[src/rtl/mach_timer_pkg.sv]
package mach_timer_pkg;

  // Word index taken from byte address bits 3:2
  typedef enum logic [1:0] {
    SEL_CNT_LO = 2'd0,
    SEL_CNT_HI = 2'd1,
    SEL_CMP_LO = 2'd2,
    SEL_CMP_HI = 2'd3
  } wordSel_e;

  // Strobes from control to datapath
  typedef struct packed {
    logic wrCntLo;
    logic wrCntHi;
    logic wrCmpLo;
    logic wrCmpHi;
    logic snapCnt;
  } timerStrobes_t;

endpackage

[src/rtl/mach_timer_ctrl.sv]
module mach_timer_ctrl
  import mach_timer_pkg::*;
#(
  parameter int ADDR_W      = 6,
  parameter int PULSE_TICKS = 20
) (
  input  logic              clk,
  input  logic              rstN,
  input  logic              tickEn,
  input  logic [ADDR_W-1:0] regAddr,
  input  logic              regWe,
  input  logic              regRe,
  input  logic              eqHit,
  output timerStrobes_t     strobes,
  output wordSel_e          wordSel,
  output logic              selValid,
  output logic              armed,
  output logic              irqOut
);

  localparam int PW = $clog2(PULSE_TICKS + 1);

  logic [PW-1:0] pulseCnt;
  logic          fire;
  logic          wrOk;

  // Address decode: word aligned, inside the 16-byte window
  assign wordSel  = wordSel_e'(regAddr[3:2]);
  assign selValid = ((regAddr >> 4) == '0) && (regAddr[1:0] == 2'b00);
  assign wrOk     = regWe && selValid;

  always_comb begin
    strobes         = '0;
    strobes.wrCntLo = wrOk && (wordSel == SEL_CNT_LO);
    strobes.wrCntHi = wrOk && (wordSel == SEL_CNT_HI);
    strobes.wrCmpLo = wrOk && (wordSel == SEL_CMP_LO);
    strobes.wrCmpHi = wrOk && (wordSel == SEL_CMP_HI);
    strobes.snapCnt = regRe && selValid && (wordSel == SEL_CNT_LO);
  end

  assign fire = armed && eqHit;

  // Arm on high compare write; disarm when the match fires
  always_ff @(posedge clk) begin
    if (!rstN)                armed <= 1'b0;
    else if (strobes.wrCmpHi) armed <= 1'b1;
    else if (fire)            armed <= 1'b0;
  end

  // Fixed-width pulse measured in ticks
  always_ff @(posedge clk) begin
    if (!rstN) begin
      irqOut   <= 1'b0;
      pulseCnt <= '0;
    end else if (fire) begin
      irqOut   <= 1'b1;
      pulseCnt <= PW'(PULSE_TICKS);
    end else if (irqOut && tickEn) begin
      pulseCnt <= pulseCnt - PW'(1);
      if (pulseCnt == PW'(1)) irqOut <= 1'b0;
    end
  end

endmodule

[src/rtl/mach_timer_dp.sv]
module mach_timer_dp
  import mach_timer_pkg::*;
#(
  parameter int WORD_W = 32
) (
  input  logic              clk,
  input  logic              rstN,
  input  logic              tickEn,
  input  timerStrobes_t     strobes,
  input  wordSel_e          wordSel,
  input  logic              selValid,
  input  logic [WORD_W-1:0] wdata,
  output logic [WORD_W-1:0] rdata,
  output logic              eqHit
);

  localparam int TIME_W = 2 * WORD_W;

  logic [TIME_W-1:0] cntQ;
  logic [TIME_W-1:0] cmpQ;
  logic [WORD_W-1:0] shadowHiQ;

  // Time value: a write to a half wins over the tick
  always_ff @(posedge clk) begin
    if (!rstN)                cntQ <= '0;
    else if (strobes.wrCntLo) cntQ[WORD_W-1:0] <= wdata;
    else if (strobes.wrCntHi) cntQ[TIME_W-1:WORD_W] <= wdata;
    else if (tickEn)          cntQ <= cntQ + TIME_W'(1);
  end

  always_ff @(posedge clk) begin
    if (!rstN) begin
      cmpQ <= '0;
    end else begin
      if (strobes.wrCmpLo) cmpQ[WORD_W-1:0]      <= wdata;
      if (strobes.wrCmpHi) cmpQ[TIME_W-1:WORD_W] <= wdata;
    end
  end

  // Upper half captured with a low-word read
  always_ff @(posedge clk) begin
    if (!rstN)                shadowHiQ <= '0;
    else if (strobes.snapCnt) shadowHiQ <= cntQ[TIME_W-1:WORD_W];
  end

  assign eqHit = (cntQ == cmpQ);

  always_comb begin
    rdata = '0;
    if (selValid) begin
      unique case (wordSel)
        SEL_CNT_LO: rdata = cntQ[WORD_W-1:0];
        SEL_CNT_HI: rdata = shadowHiQ;
        SEL_CMP_LO: rdata = cmpQ[WORD_W-1:0];
        SEL_CMP_HI: rdata = cmpQ[TIME_W-1:WORD_W];
      endcase
    end
  end

endmodule

[src/rtl/mach_timer.sv]
module mach_timer
  import mach_timer_pkg::*;
#(
  parameter int ADDR_W      = 6,
  parameter int WORD_W      = 32,
  parameter int PULSE_TICKS = 20
) (
  input  logic              clk,
  input  logic              rstN,
  input  logic              tickEn,
  input  logic [ADDR_W-1:0] regAddr,
  input  logic              regWe,
  input  logic              regRe,
  input  logic [WORD_W-1:0] regWdata,
  output logic [WORD_W-1:0] regRdata,
  output logic              irqOut
);

  timerStrobes_t strobes;
  wordSel_e      wordSel;
  logic          selValid;
  logic          armed;
  logic          eqHit;

  mach_timer_ctrl #(
    .ADDR_W     (ADDR_W),
    .PULSE_TICKS(PULSE_TICKS)
  ) ctrlI (
    .clk     (clk),
    .rstN    (rstN),
    .tickEn  (tickEn),
    .regAddr (regAddr),
    .regWe   (regWe),
    .regRe   (regRe),
    .eqHit   (eqHit),
    .strobes (strobes),
    .wordSel (wordSel),
    .selValid(selValid),
    .armed   (armed),
    .irqOut  (irqOut)
  );

  mach_timer_dp #(
    .WORD_W(WORD_W)
  ) dpI (
    .clk     (clk),
    .rstN    (rstN),
    .tickEn  (tickEn),
    .strobes (strobes),
    .wordSel (wordSel),
    .selValid(selValid),
    .wdata   (regWdata),
    .rdata   (regRdata),
    .eqHit   (eqHit)
  );

endmodule

[config.mk]
export PLATFORM = sky130hd
export DESIGN_NAME = mach_timer
export DESIGN_NICKNAME = d
export VERILOG_FILES = /design/src/rtl/mach_timer_pkg.sv /design/src/rtl/mach_timer_ctrl.sv /design/src/rtl/mach_timer_dp.sv /design/src/rtl/mach_timer.sv
export SDC_FILE = /design/constraint.sdc
export NUM_CORES = 1
export LEC_CHECK = 0
export ABC_AREA = 1
export BUFFER_PORTS_ARGS = -buffer_cell sky130_fd_sc_hd__buf_4
export CAP_MARGIN = 20
export CORE_ASPECT_RATIO = 1.25
export CORE_MARGIN = 2
export CORE_UTILIZATION = 25
export DETAILED_ROUTE_END_ITERATION = 8
export MAX_ROUTING_LAYER = met4
export PLACE_DENSITY = 0.36
export SLEW_MARGIN = 5
export SYNTH_ARGS = -nofsm -noshare
export SYNTH_HDL_FRONTEND = slang
export SYNTH_SLANG_ARGS = --single-unit
export TNS_END_PERCENT = 5
[constraint.sdc]
create_clock -name clk -period 2.75 [get_ports clk]
set_input_delay 0.4125 -clock clk [delete_from_list [all_inputs] [get_ports clk]]
set_output_delay 0.4125 -clock clk [all_outputs]
set_load 0.005 [all_outputs]
==> results.yml, run 1 <==
critical_path:
  start_kind: "flop"
  path_class: "flop to flop"
  cp.required_ns: 3.10
  critPathCaptureType: "flop"
  path_max_fanout: 7
  r2r_slack_ns: 0.22
  crit_arrival_ns: 2.87
sta:
  setup_viol: 0
  drv_slew: 0
  max_freq_ghz: 0.396
  tns_ns: 0
  layout_min_cycle_time_ns: 2.53
  finClkSkew_ns: 0.0175
  fin_crit_sh_pct: 91.8
  worst_pin_slew_ns: 0.725
  slew_headroom_pct: 51.6
  rsz0062_at_grt: "false"
  hold_viol_final: 0
clock_tree:
  cts_tree: "yes"
  cts_resized: 0
  cts_hold_buffers: 0
  post_cts_buffers: 0
  clk_latency_ns: 0.48
  cts.clk_slew.worst_paths_ns: 0.08
  htree_levels: 4
  cts_root_buffer: "clkbuf_16"
  clock-sinks: 167
  cts_max_path_buffers: 2
  cts_buffers: 17
routing:
  firstDrtPassIters: 5
  wl_mm: 55.3
  wire_per_inst_um: 22.9
  viasPerCell: 4.87
  postRouteAntennaNets: 0
  num_vias: 11730
  drc: 0
  drtIter0Drc: 895
layout:
  final_common_cell: "nand2_1"
  drive_gt1_share_pct: 10.9
  syn_to_final_growth_pct: 19.1
  multi_input_area_um2: 6130
  layout_common_cells: "nand2_1 (501), nor2_1 (248), inv_1 (199)"
  regArea_um2: 3340
  fillers: 4862
  antenna_cells: 0
  fin_area_um2: 12600
  nets: 1883
logic_synthesis:
  syn_inst: 1768
  yosysSeqAreaShare_pct: 31.5
  syn_avg_cell_area_um2: 6.01
  yosysUniqueCellTypes: 37
  syn_area_um2: 10600
  synth_seq_cells: 167
  synth_warnings: 0
  syn-num-nets: 1814
floorplanning:
  start_util_pct: 25.3
  dieArea_um2: 44100
  fp.dieH_um: 234
  rows: 84
  io_pins: 76
  dieWidth_um: 188
  core_um2: 42000
placed_design:
  numPortBuffers: 75
  gp_congestion: 0.949
  placed_cell_area_um2: 12000
  dp_hpwl_mm: 42.7
pwr:
  clockPowerShare_pct: 46.9
  leakage_nw: 5.09
  cellPowerDensity_nw_per_um2: 443
  power_frac_seq_pct: 44.2
  p_sw_w: 0.00154
  total_power_w: 0.00560
  swShare_pct: 27.5
  p_comb_share_pct: 8.9
  internal_power_w: 0.00406
  ir_worst_vdd_uv: 495
grt:
  grt_use_total_pct: 26.2
  grt_max_degree: 80
  grt_pass1_wl_mm: 80.6
  grt_pass1_vias: 11324
  antenna_found_initial: 1
  grt-ovfl-total: 0
outcome:
  status: "finished clean"
hold_path:
  holdCritPathClass: "input pin to flop"
flow_run:
  cap_violations: 0
## synthesized netlist by cell type, drive strengths merged
| library cell | n | area, µm² |
|---|---|---|
| a211oi | 32 | 240 |
| xor2 | 32 | 280 |
| inv | 214 | 803 |
| o211ai | 4 | 30.0 |
| nand4 | 8 | 50.1 |
| nand3b | 1 | 7.51 |
| a221oi | 37 | 324 |
| nor2 | 263 | 1060 |
| clkbuf | 38 | 144 |
| nor3 | 16 | 80.1 |
| nor4 | 1 | 6.26 |
| ha | 3 | 37.5 |
| o31ai | 1 | 7.51 |
| dfxtp | 167 | 3340 |
| clkinv | 2 | 7.51 |
| and2 | 1 | 6.26 |
| a31oi | 3 | 18.8 |
| buf | 40 | 220 |
| nand3 | 55 | 280 |
| o21ai | 163 | 820 |
| nand2 | 506 | 1910 |
| a21oi | 177 | 916 |
| o22ai | 4 | 25.0 |
## path summary, 6_finish.rpt
kind / end / start / depth (start not counted)
max: dpI.cntQ[32]$_SDFFE_PN0P_ / dpI.cntQ[0]$_SDFFE_PN0P_ / 10
min reg2reg: ctrlI.armed$_SDFFE_PN0P_ / ctrlI.armed$_SDFFE_PN0P_ / 2
max reg2reg: dpI.cntQ[32]$_SDFFE_PN0P_ / dpI.cntQ[0]$_SDFFE_PN0P_ / 10
min: dpI.cmpQ[57]$_SDFFE_PN0P_ / regWdata[25] / 3
## registers in the layout, summed over array words and instances, names as in the netlist
name,flops
ctrlI.armed,1
ctrlI.irqOut,1
ctrlI.pulseCnt,5
dpI.cmpQ,64
dpI.cntQ,64
dpI.shadowHiQ,32
## critical path: stages (launching register included)
cell     delay, ns
dfxtp_1       0.49
ha_1          0.36
inv_1         0.14
nor2_2        0.24
nand2_2       0.16
nor2_4        0.28
nand2_1       0.27
o21ai_0       0.22
nand3_1       0.10
nand2_1       0.08
a21oi_1       0.05
## kinds of logic after synthesis
logic type	after synthesis	share of synthesized area, %
AOI/OAI and AO/OA	421	22.4
buffers and inverters	294	11.1
adders and majority gates	3	0.354
DFF	167	31.5
xor gates and xnor gates	32	2.64
and+or+nand+nor	851	32.0
## metal layers
| metal | track usage (%) | up-vias | part of all wire (%) |
|---|---|---|---|
| li1 | - | 5856 | - |
| met1 | 31.6 | 5536 | 43 |
| met2 | 46.2 | 295 | 50 |
| met3 | 2.64 | 43 | 3.9 |
| met4 | 7.93 | 0 | 2.3 |
| met5 | - | - | 0 |
## area by class of cell
class | instances | share of cell area (%)
clock buffer | 20 | 3.61
tap | 559 | 5.53
sequential | 167 | 26.4
inverter | 216 | 6.41
multi-input combinational | 1307 | 48.5
timing repair buffer | 128 | 8.39
clock inverter | 11 | 1.16
## per-stage QoR
stage	hold slack, ns	instances	util [%]	setup WS (ns)
6_report	0.219	2408	30.1	0.225
5_1_grt	0.234	2408	30.1	0.0420
4_1_cts	0.196	2408	30.1	0.233
3_5_place_dp	0.467	2377	28.6	0.250
3_3_place_gp	0.458	2377	28.6	0.218
2_1_floorplan	0.439	1768	-	0.951
## power groups by stage
stage                     Clock, W  Sequential, W  Combinational, W
after floorplan                  0        0.00251          0.000249
after global placement           0        0.00253          0.000501
after detailed placement         0        0.00253          0.000499
after CTS                  0.00269        0.00247          0.000501
after global routing       0.00277        0.00248          0.000536
final                      0.00262        0.00247          0.000500
No activity file was read; power rests on OpenSTA's default activity.
==> run 2: changes to the inputs <==
- PLACE_DENSITY: 0.36 -> default
==> results.yml, run 2 (synthesis gave the netlist of run 1 again) <==
outcome:
  status: "finished clean"
layout:
  syn_to_final_growth_pct: 18.0
  antenna_cells: 0
  regArea_um2: 3340
  fillers: 4749
  postLayoutCoreUtil_pct: 29.8
  nets: 1882
  drive_gt1_share_pct: 10.9
  multi_input_area_um2: 6130
  layout_common_cells: "nand2_1 (501), nor2_1 (248), inv_1 (199)"
  reg_top3: "dpI.cmpQ x64, dpI.cntQ x64, dpI.shadowHiQ x32"
  final_common_cell: "nand2_1"
hold_path:
  hold_depth: 3
  holdCritPathClass: "input pin to flop"
  hold_path_startpoint: "regWdata[29]"
  hold_end: "dpI.cmpQ[61]$_SDFFE_PN0P_"
floorplanning:
  dieWidth_um: 188
  rows: 84
  io_pins: 76
  fp.dieH_um: 234
  core_um2: 42000
  dieArea_um2: 44100
  start_util_pct: 25.3
sta:
  fin_crit_sh_pct: 99.5
  timing.hold.ws_ns: 0.237
  slew_headroom_pct: 48.1
  hold_viol_final: 0
  worst_pin_slew_ns: 0.779
  layout_min_cycle_time_ns: 2.74
  setup_viol: 0
  rsz0062_at_grt: "false"
  finClkSkew_ns: 0.0140
  max_freq_ghz: 0.365
  drv_slew: 0
  tns_ns: 0
clock_tree:
  post_cts_buffers: 0
  cts.clk_slew.worst_paths_ns: 0.07
  cts_buffers: 17
  htree_levels: 4
  clock-sinks: 167
  cts_max_path_buffers: 2
  cts_resized: 0
  clk_latency_ns: 0.46
  cts_hold_buffers: 0
  cts_root_buffer: "clkbuf_16"
  cts_tree: "yes"
routing:
  num_vias: 12048
  viasPerCell: 5.00
  drtIter0Drc: 1165
  wire_per_inst_um: 20.7
  drc: 0
  postRouteAntennaNets: 0
  wl_mm: 49.9
  firstDrtPassIters: 5
critical_path:
  slowest_stage: "a221oi_1"
  path_cells: "buf_4, nand2_1, inv_2, buf_4, a221oi_1, a221oi_1, buf_4"
  slowest_delay_ns: 0.68
  crit_arrival_ns: 2.32
  path_class: "input pin to output port"
  critPathCaptureType: "output port"
  worstRegToRegCells: 10
  crit_top_cell: "buf_4"
  r2r_slack_ns: 0.34
  path_max_fanout: 14
  r2r_end: "dpI.cntQ[34]$_SDFFE_PN0P_"
  start_kind: "input pin"
  reg2reg_from: "dpI.cntQ[0]$_SDFFE_PN0P_"
  cp.required_ns: 2.34
placed_design:
  numPortBuffers: 75
  dp_hpwl_mm: 38.8
  gp_congestion: 1.02
grt:
  grt_use_total_pct: 23.3
  grt-ovfl-total: 0
  grt_pass1_vias: 11208
  antenna_found_initial: 0
  grt_pass1_wl_mm: 73.1
  grt_max_degree: 44
pwr:
  leakage_nw: 5.05
  cellPowerDensity_nw_per_um2: 434
  ir_worst_vdd_uv: 443
flow_run:
  cap_violations: 0
## run 2: metrics by stage
stage / worst slack [ns] / total power (W) / instance area [µm²] / std cells
4_1_cts: 0.00587 / 0.00548 / 12500 / 2408
5_1_grt: 0.0251 / 0.00561 / 12500 / 2408
3_5_place_dp: 0.00675 / 0.00299 / 11900 / 2376
6_report: 0.0126 / 0.00543 / 12500 / 2408
3_3_place_gp: 0.0224 / 0.00299 / 11900 / 2376
2_1_floorplan: 0.951 / 0.00276 / 10600 / 1768
## run 2: power breakdown
group | total (W) | switching [W] | internal, W | leakage [nW]
logic | 0.000482 | 0.000341 | 0.000140 | 3.41
registers | 0.00247 | 0.0000304 | 0.00244 | 1.35
clock network | 0.00248 | 0.00119 | 0.00129 | 0.290
## run 2: final cells by class
cell class,instances,share of cell area [%]
Inverter,216,6.47
Multi-Input combinational cell,1307,48.9
Sequential cell,167,26.7
Clock inverter,14,1.22
Clock buffer,18,3.43
Tap cell,559,5.58
Timing Repair Buffer,127,7.71
## run 2: worst max-delay path by stage
stage               depth (start not counted)            to  slack, ns       start
floorplan                                   5  regRdata[27]       0.95  regAddr[3]
global placement                            7  regRdata[14]       0.02  regAddr[3]
detailed placement                          7  regRdata[14]      0.007  regAddr[3]
CTS                                         7  regRdata[14]      0.006  regAddr[3]
global route                                7  regRdata[10]       0.03  regAddr[3]
finish                                      7  regRdata[10]       0.01  regAddr[3]
## run 2: routing by layer
layer	global-route usage, %	vias to the layer above	part of all wire (%)
li1	-	5835	-
met1	28.3	5610	43
met2	37.6	501	46
met3	3.41	102	6.5
met4	11.8	0	4.8
met5	-	-	0
## run 2: critical path: cells and delay by family
kind | cells | cell delay [ns]
AO/OA/AOI/OAI | 2 | 0.80
buffers and inverters | 4 | 1.02
AND/OR/NAND/NOR | 1 | 0.09
